## src/rtl/strobe_cfg_pkg.sv

```systemverilog
package strobe_cfg_pkg;

  typedef enum logic [2:0] {
    FN_FREQ   = 3'd0,
    FN_PERIOD = 3'd1,
    FN_RATIO  = 3'd2,
    FN_TINT   = 3'd3,
    FN_COUNT  = 3'd4,
    FN_SELF   = 3'd5
  } func_e;

  // 0-based digit positions on the function strap
  localparam int unsigned DG_FREQ   = 0;
  localparam int unsigned DG_RATIO  = 1;
  localparam int unsigned DG_SELF   = 2;
  localparam int unsigned DG_COUNT  = 3;
  localparam int unsigned DG_TINT   = 4;
  localparam int unsigned DG_PERIOD = 7;

  localparam int unsigned RNG_CNT = 4;
  localparam int unsigned RNG_W   = $clog2(RNG_CNT);

  // 0-based digit positions on the control strap
  localparam int unsigned CG_EXT_TB = 0;
  localparam int unsigned CG_SLOW   = 1;
  localparam int unsigned CG_EXT_DP = 2;
  localparam int unsigned CG_OFF    = 3;
  localparam int unsigned CG_TEST   = 7;

  typedef struct packed {
    logic test;
    logic off;
    logic ext_dp;
    logic slow;
    logic ext_tb;
  } ctl_t;

endpackage

```

## src/rtl/strobe_scan_timer.sv

```systemverilog
module strobe_scan_timer #(
  parameter int unsigned NUM_DIGITS = 8,
  localparam int unsigned DIG_W = $clog2(NUM_DIGITS)
) (
  input  logic             clk_i,
  input  logic             rst_ni,
  input  logic [DIG_W-1:0] digit_idx_i,
  input  logic             late_i,
  input  logic             frozen_i,
  output logic             acc_en_o,
  output logic             commit_o
);
  localparam logic [DIG_W-1:0] LAST_DIG = DIG_W'(NUM_DIGITS - 1);

  logic             late_q;
  logic [DIG_W-1:0] dig_q;
  logic             armed_q;
  logic             first_dig;

  assign first_dig = (digit_idx_i == '0);

  always_ff @(posedge clk_i or negedge rst_ni) begin
    if (!rst_ni) begin
      late_q  <= 1'b0;
      dig_q   <= '0;
      armed_q <= 1'b0;
    end else begin
      late_q <= late_i;
      if (late_i) dig_q <= digit_idx_i;
      // a scan counts only if it was watched from its first digit
      if (frozen_i)                armed_q <= 1'b0;
      else if (late_i && first_dig) armed_q <= 1'b1;
    end
  end

  assign acc_en_o = late_i & ~frozen_i & (armed_q | first_dig);
  assign commit_o = late_q & ~late_i & (dig_q == LAST_DIG) & armed_q & ~frozen_i;

  p_commit_after_late_r4: assert property (@(posedge clk_i) disable iff (!rst_ni)
    commit_o |-> ($past(late_i) && !late_i));

endmodule

```

## src/rtl/strobe_hit_accum.sv

```systemverilog
module strobe_hit_accum #(
  parameter int unsigned NUM_DIGITS = 8,
  localparam int unsigned DIG_W = $clog2(NUM_DIGITS)
) (
  input  logic                  clk_i,
  input  logic                  rst_ni,
  input  logic [DIG_W-1:0]      digit_idx_i,
  input  logic                  pin_n_i,
  input  logic                  acc_en_i,
  input  logic                  clear_i,
  output logic [NUM_DIGITS-1:0] hits_o
);
  logic [NUM_DIGITS-1:0] hits_q;

  always_ff @(posedge clk_i or negedge rst_ni) begin
    if (!rst_ni) begin
      hits_q <= '0;
    end else if (clear_i) begin
      hits_q <= '0;
    end else if (acc_en_i && !pin_n_i) begin
      hits_q[digit_idx_i] <= 1'b1;
    end
  end

  assign hits_o = hits_q;

  p_hits_hold_r4: assert property (@(posedge clk_i) disable iff (!rst_ni)
    (!acc_en_i && !clear_i) |=> $stable(hits_q));

endmodule

```

## src/rtl/strobe_setting_filter.sv

```systemverilog
module strobe_setting_filter
  import strobe_cfg_pkg::*;
#(
  parameter int unsigned NUM_DIGITS = 8
) (
  input  logic                  clk_i,
  input  logic                  rst_ni,
  input  logic [NUM_DIGITS-1:0] fn_hits_i,
  input  logic [NUM_DIGITS-1:0] rng_hits_i,
  input  logic                  commit_i,
  output func_e                 func_o,
  output logic [RNG_W-1:0]      range_o,
  output logic                  restart_o
);
  func_e            fn_new, fn_cand_q, func_q, func_nxt;
  logic [RNG_W-1:0] rng_new, rng_cand_q, range_q;
  logic             restart_q;
  logic             fn_take, rng_take;

  // lowest mapped digit wins; unmapped digits read as absent
  always_comb begin
    fn_new = FN_FREQ;
    for (int d = NUM_DIGITS - 1; d >= 0; d--) begin
      if (fn_hits_i[d]) begin
        case (d)
          DG_FREQ:   fn_new = FN_FREQ;
          DG_RATIO:  fn_new = FN_RATIO;
          DG_SELF:   fn_new = FN_SELF;
          DG_COUNT:  fn_new = FN_COUNT;
          DG_TINT:   fn_new = FN_TINT;
          DG_PERIOD: fn_new = FN_PERIOD;
          default: ;
        endcase
      end
    end
  end

  always_comb begin
    rng_new = '0;
    for (int d = RNG_CNT - 1; d >= 0; d--) begin
      if (rng_hits_i[d]) rng_new = RNG_W'(d);
    end
  end

  assign fn_take  = (fn_new == fn_cand_q) && (fn_new != func_q);
  assign rng_take = (rng_new == rng_cand_q) && (rng_new != range_q);
  assign func_nxt = fn_take ? fn_new : func_q;

  always_ff @(posedge clk_i or negedge rst_ni) begin
    if (!rst_ni) begin
      fn_cand_q  <= FN_FREQ;
      rng_cand_q <= '0;
      func_q     <= FN_FREQ;
      range_q    <= '0;
      restart_q  <= 1'b0;
    end else if (commit_i) begin
      fn_cand_q  <= fn_new;
      rng_cand_q <= rng_new;
      func_q     <= func_nxt;
      if (rng_take) range_q <= rng_new;
      restart_q  <= fn_take | (rng_take & (func_nxt != FN_COUNT));
    end else begin
      restart_q  <= 1'b0;
    end
  end

  assign func_o    = func_q;
  assign range_o   = range_q;
  assign restart_o = restart_q;

  p_restart_single_r7: assert property (@(posedge clk_i) disable iff (!rst_ni)
    restart_q |=> !restart_q);
  p_settle_on_scan_r5: assert property (@(posedge clk_i) disable iff (!rst_ni)
    !commit_i |=> ($stable(func_q) && $stable(range_q)));
  p_restart_from_scan_r8: assert property (@(posedge clk_i) disable iff (!rst_ni)
    restart_q |-> $past(commit_i));
  p_func_legal_r1: assert property (@(posedge clk_i) disable iff (!rst_ni)
    func_q <= FN_SELF);

endmodule

```

## src/rtl/strobe_cfg_decoder.sv

```systemverilog
module strobe_cfg_decoder
  import strobe_cfg_pkg::*;
#(
  parameter int unsigned NUM_DIGITS = 8,
  localparam int unsigned DIG_W = $clog2(NUM_DIGITS)
) (
  input  logic             clk_i,
  input  logic             rst_ni,
  input  logic [DIG_W-1:0] digit_idx_i,
  input  logic             late_half_i,
  input  logic             fn_n_i,
  input  logic             rng_n_i,
  input  logic             ctl_n_i,
  input  logic             hold_i,
  output logic [2:0]       func_o,
  output logic [1:0]       range_o,
  output logic             disp_off_o,
  output logic             disp_test_o,
  output logic             slow_xtal_o,
  output logic             ext_tb_o,
  output logic             ext_dp_o,
  output logic             restart_o
);
  localparam int unsigned NUM_PINS = 3;

  logic [NUM_PINS-1:0]   pin_n;
  logic [NUM_DIGITS-1:0] hits [NUM_PINS];
  logic                  acc_en, commit, frozen;
  ctl_t                  ctl_q;
  func_e                 func;
  logic                  unused_ctl_hits;

  assign pin_n  = {ctl_n_i, rng_n_i, fn_n_i};
  assign frozen = ctl_q.off & hold_i;

  strobe_scan_timer #(.NUM_DIGITS(NUM_DIGITS)) u_timer (
    .clk_i       (clk_i),
    .rst_ni      (rst_ni),
    .digit_idx_i (digit_idx_i),
    .late_i      (late_half_i),
    .frozen_i    (frozen),
    .acc_en_o    (acc_en),
    .commit_o    (commit)
  );

  for (genvar g = 0; g < NUM_PINS; g++) begin : g_pin
    strobe_hit_accum #(.NUM_DIGITS(NUM_DIGITS)) u_acc (
      .clk_i       (clk_i),
      .rst_ni      (rst_ni),
      .digit_idx_i (digit_idx_i),
      .pin_n_i     (pin_n[g]),
      .acc_en_i    (acc_en),
      .clear_i     (commit | frozen),
      .hits_o      (hits[g])
    );
  end

  strobe_setting_filter #(.NUM_DIGITS(NUM_DIGITS)) u_filter (
    .clk_i      (clk_i),
    .rst_ni     (rst_ni),
    .fn_hits_i  (hits[0]),
    .rng_hits_i (hits[1]),
    .commit_i   (commit),
    .func_o     (func),
    .range_o    (range_o),
    .restart_o  (restart_o)
  );

  // control flags are independent and follow every complete scan
  always_ff @(posedge clk_i or negedge rst_ni) begin
    if (!rst_ni) begin
      ctl_q <= '0;
    end else if (commit) begin
      ctl_q.ext_tb <= hits[2][CG_EXT_TB];
      ctl_q.slow   <= hits[2][CG_SLOW];
      ctl_q.ext_dp <= hits[2][CG_EXT_DP];
      ctl_q.off    <= hits[2][CG_OFF];
      ctl_q.test   <= hits[2][CG_TEST];
    end
  end

  assign unused_ctl_hits = ^hits[2];

  assign func_o      = func;
  assign disp_off_o  = frozen;
  assign disp_test_o = ctl_q.test;
  assign slow_xtal_o = ctl_q.slow;
  assign ext_tb_o    = ctl_q.ext_tb;
  assign ext_dp_o    = ctl_q.ext_dp;

  p_frozen_hold_r9: assert property (@(posedge clk_i) disable iff (!rst_ni)
    frozen |=> ($stable(ctl_q) && $stable(func_o) && $stable(range_o)));
  p_frozen_quiet_r9: assert property (@(posedge clk_i) disable iff (!rst_ni)
    frozen |=> !restart_o);

endmodule

```

## config.mk

```make
export PLATFORM = sky130hd
export DESIGN_NAME = strobe_cfg_decoder
export DESIGN_NICKNAME = d
export VERILOG_FILES = /design/src/rtl/strobe_cfg_pkg.sv /design/src/rtl/strobe_scan_timer.sv /design/src/rtl/strobe_hit_accum.sv /design/src/rtl/strobe_setting_filter.sv /design/src/rtl/strobe_cfg_decoder.sv
export SDC_FILE = /design/constraint.sdc
export NUM_CORES = 1
export LEC_CHECK = 0
export BUFFER_PORTS_ARGS = -buffer_cell sky130_fd_sc_hd__buf_4
export CORE_MARGIN = 2
export CORE_UTILIZATION = 57
export CTS_CLUSTER_DIAMETER = 120
export DETAILED_ROUTE_END_ITERATION = 10
export GPL_ROUTABILITY_DRIVEN = 0
export PLACE_DENSITY = 0.78
export SLEW_MARGIN = 20
export SYNTH_ARGS = -nofsm -noshare
export SYNTH_HDL_FRONTEND = slang
export SYNTH_SLANG_ARGS = --single-unit
```

## constraint.sdc

```tcl
create_clock -name clk_i -period 2.03 [get_ports clk_i]
set_input_delay 0.203 -clock clk_i [delete_from_list [all_inputs] [get_ports clk_i]]
set_output_delay 0.203 -clock clk_i [all_outputs]
set_load 0.02 [all_outputs]
```

# Yosys cells after proc, flatten, opt, wreduce, memory -nomap -nowiden
# Index checks and enable logic that the tools add are counted.
[totals]
reg_bits = 45
inputBits = 10
out_inout_bits = 11
elab_cells = 78
[op_classes]
n_lt_le_gt_ge = 2
eq_ne = 6
n_mux = 22
n_bitwise = 16
n_reduce_logical = 16
[ops]
columns = ["op", "count"]
rows = [
  ["2-to-1 mux 8 bit", 6],
  ["OR 8 bit", 3],
  ["2-to-1 mux 3 bit", 6],
  ["AND 1 bit", 8],
  ["2-to-1 mux 2 bit", 4],
  ["nonzero test 2 bit", 4],
  ["logical AND 1 bit", 7],
  ["2-to-1 mux 1 bit", 5],
  ["less-than comparator 3 x 4 -> 1 bit (second input constant)", 1],
  ["demux 1 bit (select 3 bit)", 1],
  ["== test 3 bit", 1],
  ["== test 3 bit (second input constant)", 1],
  [">= comparator 3 x 1 -> 1 bit (second input constant)", 1],
  ["zero test 1 bit", 3],
  ["zero test 3 bit", 1],
  ["!= test 3 bit", 1],
  ["!= test 3 bit (second input constant)", 1],
  ["OR 1 bit", 3],
  ["== test 2 bit", 1],
  ["!= test 2 bit", 1],
  ["inverter 1 bit", 2],
  ["AND reduction 2 bit", 1],
]

# Depth between registers and ports, before layout
# Gate-level depths: netlist (run 1).
[depth]
depth_word = 13
depth_mapped = 5
ltp_nobuf = 5

# By module
# Synthesis (run 1) repeated with hierarchy kept, for this count alone.
[hier_totals]
hier_cells = 205
hier_area_um2 = 2287.2
[modules_own_cells]
columns = ["mod", "instances", "cells_each", "area_per_inst_um2", "seq_area_each_um2"]
rows = [
  ["strobe_hit_accum", 3, 31, 355.3, 200.2],
  ["strobe_setting_filter", 1, 83, 783.3, 275.3],
  ["strobe_cfg_decoder", 1, 13, 226.5, 125.1],
  ["strobe_scan_timer", 1, 16, 211.5, 125.1],
]

# Least setup slack after synthesis (run 1)
# OpenSTA, ideal clock, no wires.
[synth_timing]
path_type = "flip-flop to flip-flop"
from = "register g_pin[0].u_acc.hits_q[2]"
to = "register u_filter.func_q[2], in the netlist u_filter.func_o[2]"
t_arrival_ps = 1649
setup_slack_ps = 256
stages_incl_launch_ff = 6
period_less_slack_ps = 1774
cell_sequence = "dfrtp_1 or4b_4 a21o_1 and2_4 nand4_4 mux2_4"
[synth_via]
elab_chain_len = 6
word_cells_on_any_way = 7
[synth_lines]
columns = ["item", "line_no", "source"]
rows = [
  ["start, declared", "strobe_hit_accum.sv:13", "logic [NUM_DIGITS-1:0] hits_q;"],
  ["start signal, assigned", "strobe_hit_accum.sv:17", "hits_q <= '0;"],
  ["start signal, assigned", "strobe_hit_accum.sv:19", "hits_q <= '0;"],
  ["start signal, assigned by index", "strobe_hit_accum.sv:21", "hits_q[digit_idx_i] <= 1'b1;"],
  ["2-to-1 mux 3 bit (*) (3 in series)", "strobe_setting_filter.sv:24", "if (fn_hits_i[d]) begin"],
  ["== test 3 bit or != test 3 bit (tied branches)", "strobe_setting_filter.sv:45", "assign fn_take = (fn_new == fn_cand_q) && (fn_new != func_q);"],
  ["logical AND 1 bit", "strobe_setting_filter.sv:45", ""],
  ["2-to-1 mux 3 bit (*)", "strobe_setting_filter.sv:47", "assign func_nxt = fn_take ? fn_new : func_q;"],
  ["end signal, assigned", "strobe_setting_filter.sv:59", "func_q <= func_nxt;"],
  ["end, declared", "strobe_setting_filter.sv:15", "func_e fn_new, fn_cand_q, func_q, func_nxt;"],
]
# Mark *: on every way between the ends. The rest lies on a longest branch, timed or not.
# A chain may end at the register's enable or synchronous reset.

# Worst setup path in the final report (run 1)
# Ends and elaborated chain as after synthesis.

==> results of run 1 <==
==> registers in the layout (all words and copies together) (netlist names) <==
name	flops
disp_test_o	1
u_filter.range_o	2
g_pin.u_acc.hits_o	15
u_filter.func_o	3
ctl_q	1
u_filter.restart_o	1
u_timer.late_q	1
u_timer.dig_q	3
u_filter.rng_cand_q	2
u_filter.fn_cand_q	3
slow_xtal_o	1
ext_tb_o	1
ext_dp_o	1
u_timer.armed_q	1
==> routing by layer <==
layer / wire length (um) / vias to the layer above / track usage, %
met4: 48 / 0 / 7.79
met3: 143 / 4 / 5.90
met1: 1520 / 672 / 29.1
met2: 1770 / 27 / 39.4
li1: - / 680 / -
met5: 0 / - / 0
==> power breakdown <==
part           switching (mW)  internal [mW]
Clock                   0.245          0.507
Combinational           0.623          0.473
Sequential              0.237          0.954
Total                    1.10           1.93
==> synth_stat cells, drive strengths merged <==
cell / count
a21o: 1
a21oi: 17
a221oi: 1
a2bb2oi: 1
a31oi: 2
a41oi: 5
and2: 2
and3b: 1
and4b: 2
clkbuf: 2
dfrtp: 36
inv: 6
mux2: 5
mux2i: 2
nand2: 26
nand2b: 4
nand3: 4
nand3b: 1
nand4: 3
nand4b: 1
nor2: 28
nor3: 3
nor3b: 2
nor4: 1
o211ai: 1
o21ai: 8
o21ba: 1
o32ai: 1
or2: 1
or4b: 1
xnor2: 5
xor2: 2
==> final cells by class <==
class	count	area [um^2]	share of cell area, %
multi-input cells	132	807	38.8
clock inverters	3	90.1	4.33
inverters	6	22.5	1.08
flip-flops and latches	36	901	43.3
well taps	33	41.3	1.98
clock buffers	5	37.5	1.80
repair buffers	24	183	8.77
==> worst max-delay path by stage <==
stage	end	slack (ns)	cells after the start
floorplan	u_filter.func_o[2]$_DFFE_PN0P_	0.26	5
detailed placement	u_filter.func_o[2]$_DFFE_PN0P_	0.19	5
global placement	u_filter.func_o[2]$_DFFE_PN0P_	0.23	5
global route	u_filter.range_o[0]$_DFFE_PN0P_	0.12	5
CTS	u_filter.func_o[2]$_DFFE_PN0P_	0.17	5
finish	u_filter.func_o[2]$_DFFE_PN0P_	0.17	5
==> through the flow <==
stage / area [um^2] / util (%) / worst slack [ns] / hold WS, ns / cells
2_1_floorplan: 1740 / - / 0.256 / -0.0926 / 176
3_3_place_gp: 1940 / 65.3 / 0.234 / 0.173 / 230
3_5_place_dp: 1940 / 65.3 / 0.191 / 0.184 / 230
4_1_cts: 2080 / 69.9 / 0.173 / 0.00848 / 239
5_1_grt: 2080 / 69.9 / 0.118 / 0.0110 / 239
6_report: 2080 / 69.9 / 0.168 / 0.0175 / 239
==> logic make-up after synthesis <==
kind of cell / share of synthesized area (%)
buf+inv: 1.73
flops: 51.8
xor+xnor: 3.96
mux: 4.61
simple gates: 23.9
compound gates: 14.0
==> flow_summary_export.csv, run 1 <==
group,metric,value,unit
clock_tree,cts_root_buf,"clkbuf_4",
synth,yosys_warnings,0,
power,power_density,1460,nW/um^2
floorplanning,io_pins,21,
final_layout,final_cell_mix,"dfrtp_1 (36), nor2_1 (27), nand2_1 (26), buf_4 (23), a21oi_1 (17)",
clock_tree,hold_buffers,1,
synth,synth.distinct_cells,42,
timing,worst_slew_pin_slew,0.499,ns
setup_path,crit_fanout,6,
power,leakage,1.00,nW
floorplanning,rows,20,
setup_path,worstPathCellList,"or4b_4 > a21o_1 > and2_4 > nand4_4 > mux2_4",
final_layout,diodes,0,
floorplanning,die_h,59.2,um
timing,min_period,1.86,ns
floorplanning,start_util,58.4,%
synth,mappedNetlistArea,1740,um^2
synth,yosysSeqAreaShare,51.8,%
clock_tree,post_cts.repair.setup_buffers,0,
drt,dr.first_iter.drc_count,44,
clock_tree,cts_tree,"yes",
global_routing,grt_overflow,0,
min_path,worstHoldStart,"late_half_i",
drt,drt_wl_total,3.48,mm
timing,slew_headroom,66.7,%
setup_path,max_stage_delay,0.56,ns
timing,rsz0062_at_grt,"no",
drt,wl_per_cell,14.6,um
clock_tree,clk_latency,0.34,ns
clock_tree,cts_buffer_depth,2,
power,power.total,3.04,mW
setup_path,crit-reg2reg-launch,"g_pin[0].u_acc.hits_o[2]$_DFFE_PN0P_",
synth,yosys.area.top_type,"dfrtp_1",
placed_design,io_buffer_count,20,
final_layout,syn2layout_area_growth,19.8,%
setup_path,crit_start,"g_pin[0].u_acc.hits_o[2]$_DFFE_PN0P_",
clock_tree,clk_pin_slew_worst_paths,0.11,ns
global_routing,grt_pass1_vias,1328,
drt,first_pass_iters,4,
timing,drv_slew,0,
global_routing,grt_pass1_wl,6.00,mm
setup_path,cp.arrival,2.10,ns
global_routing,track_usage,23.3,%
flow_run,cap_violations,0,
setup_path,critPathLaunchType,"register",
timing,finalHoldViolCount,0,
synth,ys_ff_latch,36,
setup_path,worstSetupPathType,"register to register",
final_layout,nFillCells,225,
clock_tree,clock_sinks,36,
clock_tree,post_cts_resized,0,
power,peakVddDrop,0.708,mV
setup_path,cp-end-kind,"register",
floorplanning,coreArea,2980,um^2
setup_path,required,2.27,ns
clock_tree,cts_buffers,5,
timing,tns,0,ns
min_path,min_delay_path_depth,1,
synth,synth_top_cell_area_share,51.8,%
timing,fin_skew,0.0105,ns
setup_path,slowest_stage,"or4b_4",
synth,synth_nets,186,
min_path,min_to,"u_timer.late_q$_DFF_PN0_",
clock_tree,cts-htree-levels,2,
setup_path,path_buf_inv,0,
synth,synth_area_per_cell,9.87,um^2
setup_path,r2r_slack,0.17,ns
timing,fmax,537,MHz
drt,viasPerCell,5.79,
drt,route.detailed.drc,0,
setup_path,crit_family,"simple AND/OR/NAND/NOR gates",
final_layout,nets,215,
floorplanning,die_width,59.2,um
status,status,"finished clean",
final_layout,layout_commonest_cell,"dfrtp_1",
setup_path,rr_worst_depth,5,
setup_path,r2r_end,"u_filter.func_o[2]$_DFFE_PN0P_",
timing,finalSetupViolations,0,
final_layout,drive_gt1_share,22.3,%
drt,vias,1383,
global_routing,antenna_found_initial,0,
placed_design,hpwlAfterDp,2.56,mm
timing,post-route-period-util,91.7,%
synth,synth.top_cells.by_area,"dfrtp_1 (52%), nor2_1 (5.8%), nand2_1 (5.6%)",
floorplanning,die_area,3510,um^2
drt,ant_nets,0,
global_routing,grt_max_degree,37,
min_path,hold_path.class,"primary input to register",
synth,synth_cells,176,
No activity file was read; power rests on OpenSTA's default activity.
==> run 2: changes to the inputs <==
ABC_AREA = 1   (was default)
SLEW_MARGIN = default   (was 20)
==> flow_summary_export.csv, run 2 <==
group,metric,value,unit
drt,viasPerCell,5.26,
min_path,min_delay_path_depth,3,
drt,route.detailed.drc,0,
final_layout,fin_area,2030,um^2
min_path,hold_path.class,"primary input to register",
floorplanning,coreArea,3000,um^2
final_layout,nFillCells,237,
final_layout,final_cell_mix,"nand2_1 (52), dfrtp_1 (36), inv_1 (31), buf_4 (20), a21oi_1 (17)",
setup_path,slowest_stage,"dlygate4sd3_1",
setup_path,r2r_slack,0.53,ns
setup_path,required,2.31,ns
drt,wl_per_cell,12.6,um
synth,post-synth-top-count-cell,"nand2_1",
synth,ys_ff_latch,36,
clock_tree,cts-htree-levels,2,
synth,synth_edf_count,0,
power,leakage,0.995,nW
setup_path,crit-reg2reg-launch,"g_pin[0].u_acc.hits_o[3]$_DFFE_PN0P_",
placed_design,placed_area,1950,um^2
timing,finalHoldViolCount,0,
setup_path,r2r_end,"u_filter.func_o[0]$_DFFE_PN0P_",
synth,synth_top_flop_cell,"dfrtp_1",
global_routing,grt_max_degree,37,
timing,worst_slew_pin_slew,0.459,ns
power,power.total,2.87,mW
clock_tree,clk_latency,0.34,ns
global_routing,track_usage,22.7,%
setup_path,crit_fanout,18,
timing,min_period,1.51,ns
timing,slew_headroom,69.3,%
floorplanning,rows,20,
setup_path,cp-end-kind,"register",
status,status,"finished clean",
synth,synth_cells,200,
clock_tree,post_cts.repair.setup_buffers,0,
clock_tree,cts_tree,"yes",
final_layout,syn2layout_area_growth,14.5,%
global_routing,antenna_found_initial,0,
floorplanning,start_util,59.1,%
synth,synth_common_cells,"nand2_1 (52), dfrtp_1 (36), inv_1 (31)",
floorplanning,die_area,3570,um^2
setup_path,worstPathCellList,"dlygate4sd3_1 > buf_4 > inv_1 > nand3_2 > nor2_8 > inv_4 > nor2_4 > nand2_1 > o21ai_1",
drt,first_pass_iters,4,
clock_tree,post_cts_resized,0,
drt,drt_wl_total,3.28,mm
clock_tree,cts_buffer_depth,2,
clock_tree,clk_pin_slew_worst_paths,0.11,ns
min_path,min_to,"u_timer.dig_q[1]$_DFFE_PN0P_",
synth,yosysSeqAreaShare,50.8,%
setup_path,max_stage_delay,0.53,ns
global_routing,grt_pass1_vias,1389,
placed_design,hpwlAfterDp,2.48,mm
clock_tree,clock_sinks,36,
floorplanning,die_width,59.8,um
final_layout,largest_reg_flops,15,
synth,async_reset_ff_share,100,%
synth,synth_top_cell_area_share,50.8,%
placed_design,io_buffer_count,20,
timing,tns,0,ns
clock_tree,cts_buffers,5,
synth,yosys_warnings,0,
final_layout,layout_commonest_cell,"nand2_1",
drt,vias,1373,
floorplanning,io_pins,21,
synth,synth.distinct_cells,26,
final_layout,diodes,0,
flow_run,cap_violations,0,
timing,post-route-period-util,74.3,%
synth,yosys.area.top_type,"dfrtp_1",
final_layout,nets,237,
global_routing,grt_overflow,0,
final_layout,drive_gt1_share,24.1,%
timing,rsz0062_at_grt,"no",
power,peakVddDrop,0.656,mV
synth,mappedNetlistArea,1770,um^2
setup_path,rr_worst_depth,11,
min_path,worstHoldStart,"digit_idx_i[1]",
drt,ant_nets,0,
setup_path,critPathLaunchType,"primary input",
timing,fmax,663,MHz
drt,dr.first_iter.drc_count,68,
timing,finalSetupViolations,0,
setup_path,cp.arrival,1.78,ns
synth,synth_nets,210,
clock_tree,hold_buffers,2,
clock_tree,cts_root_buf,"clkbuf_4",
setup_path,worstSetupPathType,"primary input to register",
timing,fin_skew,0.00453,ns
timing,drv_slew,0,
global_routing,grt_pass1_wl,5.93,mm
floorplanning,die_h,59.8,um
power,power_density,1410,nW/um^2
synth,synth.top_cells.by_area,"dfrtp_1 (51%), nand2_1 (11%), inv_1 (6.6%)",
synth,synth_area_per_cell,8.87,um^2
## run 2: worst max path at each step
stage	from	to	slack [ns]	depth (start not counted)
2_1_floorplan	g_pin[1].u_acc.hits_o[2]$_DFFE_PN0P_	u_filter.range_o[1]$_DFFE_PN0P_	0.76	9
3_3_place_gp	g_pin[1].u_acc.hits_o[2]$_DFFE_PN0P_	u_filter.range_o[1]$_DFFE_PN0P_	0.65	9
3_5_place_dp	g_pin[0].u_acc.hits_o[3]$_DFFE_PN0P_	u_filter.func_o[1]$_DFFE_PN0P_	0.58	10
4_1_cts	late_half_i	u_filter.func_o[0]$_DFFE_PN0P_	0.52	9
5_1_grt	g_pin[0].u_acc.hits_o[3]$_DFFE_PN0P_	u_filter.func_o[0]$_DFFE_PN0P_	0.37	11
6_report	late_half_i	u_filter.func_o[0]$_DFFE_PN0P_	0.52	9
## run 2: per-layer routing
layer  global-route usage (%)  vias to the layer above  wire (um)
met5                        0                        -          0
met4                     12.4                        0        120
met3                     7.58                       17        215
met2                     35.2                       49       1530
met1                     27.8                      625       1410
li1                         -                      682          -
## run 2: report_power, final
part,switching [mW],total (mW),leakage [nW],internal (mW)
combinational,0.827,1.31,0.503,0.485
sequential,0.168,1.15,0.461,0.981
clock,0.243,0.412,0.0315,0.170
## run 2: final cells by class
cell class                 count  area (um^2)  area share (%)
clock inverter                 1         7.51           0.369
multi-input combinational    129          731            36.0
clock buffer                   7         55.1            2.71
sequential                    36          901            44.3
tap                           33         41.3            2.03
inverter                      33          126            6.22
timing repair buffer          22          170            8.37
## run 2: worst max-delay path, delay by kind of cell
family | cells | cell delay [ns]
AO/OA/AOI/OAI | 1 | 0.07
buffers and inverters | 4 | 0.94
AND/OR/NAND/NOR | 4 | 0.56
## run 2: metrics by stage
step	setup slack, ns	hold slack [ns]	cells	util (%)
2_1_floorplan	0.757	-0.0926	200	-
3_3_place_gp	0.655	0.175	251	64.9
3_5_place_dp	0.582	0.182	251	64.9
4_1_cts	0.522	0.0943	261	67.7
5_1_grt	0.375	0.117	261	67.7
6_report	0.522	0.112	261	67.7
## run 2: logic make-up after synthesis
family	Yosys count	share of synthesized area, %
AO/OA/AOI/OAI	37	12.8
XOR/XNOR	7	3.88
buffers and inverters	35	8.04
flip-flops	36	50.8
AND/OR/NAND/NOR	85	24.5
==> run 3: changes to the inputs <==
CORE_UTILIZATION = 51   (was 57)
PLACE_DENSITY = 0.74   (was 0.78)
clock period = 1.3 ns   (was 2.03 ns; I/O delays follow)
==> flow_summary_export.csv, run 3 (synthesis results as in run 2) <==
group,metric,value,unit
status,status,"finished, violations left",
status,violations,"negative setup slack",
global_routing,grt_pass1_vias,1344,
clock_tree,clk_latency,0.36,ns
drt,vias,1496,
global_routing,grtUsageMet2,29.4,%
placed_design,hpwlAfterDp,2.47,mm
floorplanning,rows,21,
clock_tree,cts_buffer_depth,2,
global_routing,grt_overflow,0,
drt,viasPerCell,4.95,
power,power_density,2180,nW/um^2
setup_path,cp.arrival,1.69,ns
timing,min_period,1.43,ns
timing,whs,0.0307,ns
timing,drv_slew,0,
global_routing,grt_pass1_wl,5.95,mm
setup_path,required,1.56,ns
setup_path,crit_fanout,5,
setup_path,worstSetupPathType,"register to register",
timing,fmax,697,MHz
floorplanning,start_util,53.2,%
floorplanning,die_width,63.0,um
placed_design,pre_cts_slack,-0.119,ns
final_layout,final_cells,302,
global_routing,busiest_layer,"met2",
power,peakVddDrop,0.977,mV
clock_tree,cts_tree,"yes",
final_layout,drive_gt1_share,39.5,%
timing,fin_skew,0.0117,ns
flow_run,cap_violations,0,
final_layout,largest_reg_flops,15,
global_routing,grtUsageMet1,25.8,%
setup_path,cp-end-kind,"register",
final_layout,fin_area,2420,um^2
clock_tree,cts-htree-levels,2,
floorplanning,coreArea,3340,um^2
drt,ant_nets,0,
final_layout,diodes,0,
global_routing,track_usage,19.4,%
placed_design,placed_area,2090,um^2
floorplanning,die_area,3970,um^2
clock_tree,clk_pin_slew_worst_paths,0.12,ns
clock_tree,clock_sinks,36,
floorplanning,io_pins,21,
final_layout,final_core_util,72.6,%
drt,dr.first_iter.drc_count,78,
final_layout,layout_commonest_cell,"nand2_1",
timing,post-route-period-util,110,%
final_layout,final_cell_mix,"nand2_1 (41), buf_4 (38), dfrtp_1 (36), inv_1 (27), a21oi_1 (17)",
drt,first_pass_iters,4,
timing,finalWorstSetupSlack,-0.134,ns
timing,finalSetupViolations,14,
floorplanning,die_h,63.0,um
timing,slew_headroom,68.9,%
global_routing,use_met3,4.86,%
final_layout,nets,265,
setup_path,critPathLaunchType,"register",
timing,worst_slew_pin_slew,0.463,ns
clock_tree,cts_root_buf,"clkbuf_4",
min_path,hold_path.class,"primary input to register",
placed_design,io_buffer_count,20,
global_routing,grt_max_degree,37,
clock_tree,cts_buffers,5,
final_layout,syn2layout_area_growth,36.6,%
timing,rsz0062_at_grt,"yes",
timing,finalHoldViolCount,0,
drt,wl_per_cell,13.1,um
placed_design,dp.cells,281,
power,leakage,1.16,nW
drt,drt_wl_total,3.97,mm
global_routing,antenna_found_initial,0,
drt,route.detailed.drc,0,
==> run 3: changes by cell type in the layout (fill, tap and decap cells not counted), sizes merged <==
cell	change
buf	+27
clkinv	+2
bufinv	+1
clkbuf	-1
clkinvlp	-1
==> run 3: stage by stage <==
stage               TNS, ns  power [mW]
detailed placement   -0.438        4.10
floorplan                 0        3.32
global placement     -0.397        4.06
finish               -0.781        5.28
CTS                  -0.453        5.04
global route          -2.35        5.65
==> run 3: critical path, cell delays in order, from the launching register on <==
cell and delay [ns]:
dfrtp_1 0.44, inv_2 0.07, nand2_1 0.05, nand2_1 0.07, nand2_2 0.10, or2_1 0.25, nand3_2 0.11, nand3_4 0.11
nand2_1 0.07, o21ai_1 0.06
==> run 3: path summary, 6_finish.rpt <==
check	startpoint	endpoint	slack, ns	cells past startpoint
setup / recovery	g_pin[1].u_acc.hits_o[2]$_DFFE_PN0P_	u_filter.range_o[1]$_DFFE_PN0P_	-0.13	9
hold / removal	digit_idx_i[1]	u_timer.dig_q[1]$_DFFE_PN0P_	0.03	3
setup reg to reg	g_pin[1].u_acc.hits_o[2]$_DFFE_PN0P_	u_filter.range_o[1]$_DFFE_PN0P_	-0.13	9
hold reg to reg	g_pin[0].u_acc.hits_o[7]$_DFFE_PN0P_	g_pin[0].u_acc.hits_o[7]$_DFFE_PN0P_	0.52	2
max in group asynchronous	rst_ni	g_pin[0].u_acc.hits_o[3]$_DFFE_PN0P_	0.74	2
min in group asynchronous	rst_ni	u_filter.restart_o$_DFF_PN0_	0.24	2
==> run 3: layout make-up <==
| class | instances | area [um^2] |
|---|---|---|
| repair inverters | 1 | 11.3 |
| repair buffers | 49 | 407 |
| well taps | 46 | 57.6 |
| multi-input cells | 129 | 835 |
| clock buffers | 6 | 41.3 |
| flip-flops and latches | 36 | 901 |
| inverters | 33 | 136 |
| clock inverters | 2 | 35.0 |
| fillers | 244 | 913 |
==> run 3: metal layers <==
| layer | routed length (um) | share of wire (%) |
|---|---|---|
| met4 | 102 | 2.6 |
| met5 | 0 | 0 |
| met3 | 186 | 4.7 |
| met2 | 1980 | 50 |
| met1 | 1700 | 43 |
==> run 3: timing repair <==
item                                   in CTS  in global routing
resized for setup                           8                 38
pin swaps                                   4                 13
endpoints found under the hold margin      37                  0
buffers inserted                            4                  6
setup endpoints to repair                  12                 28
gates cloned                                0                  1
hold buffers                                2                  0
==> run 3: report_power, final <==
group	leakage [nW]	switching, mW	internal, mW
combinational	0.661	1.46	1.16
clock	0.0422	0.400	0.403
sequential	0.461	0.332	1.53
total	1.16	2.19	3.09
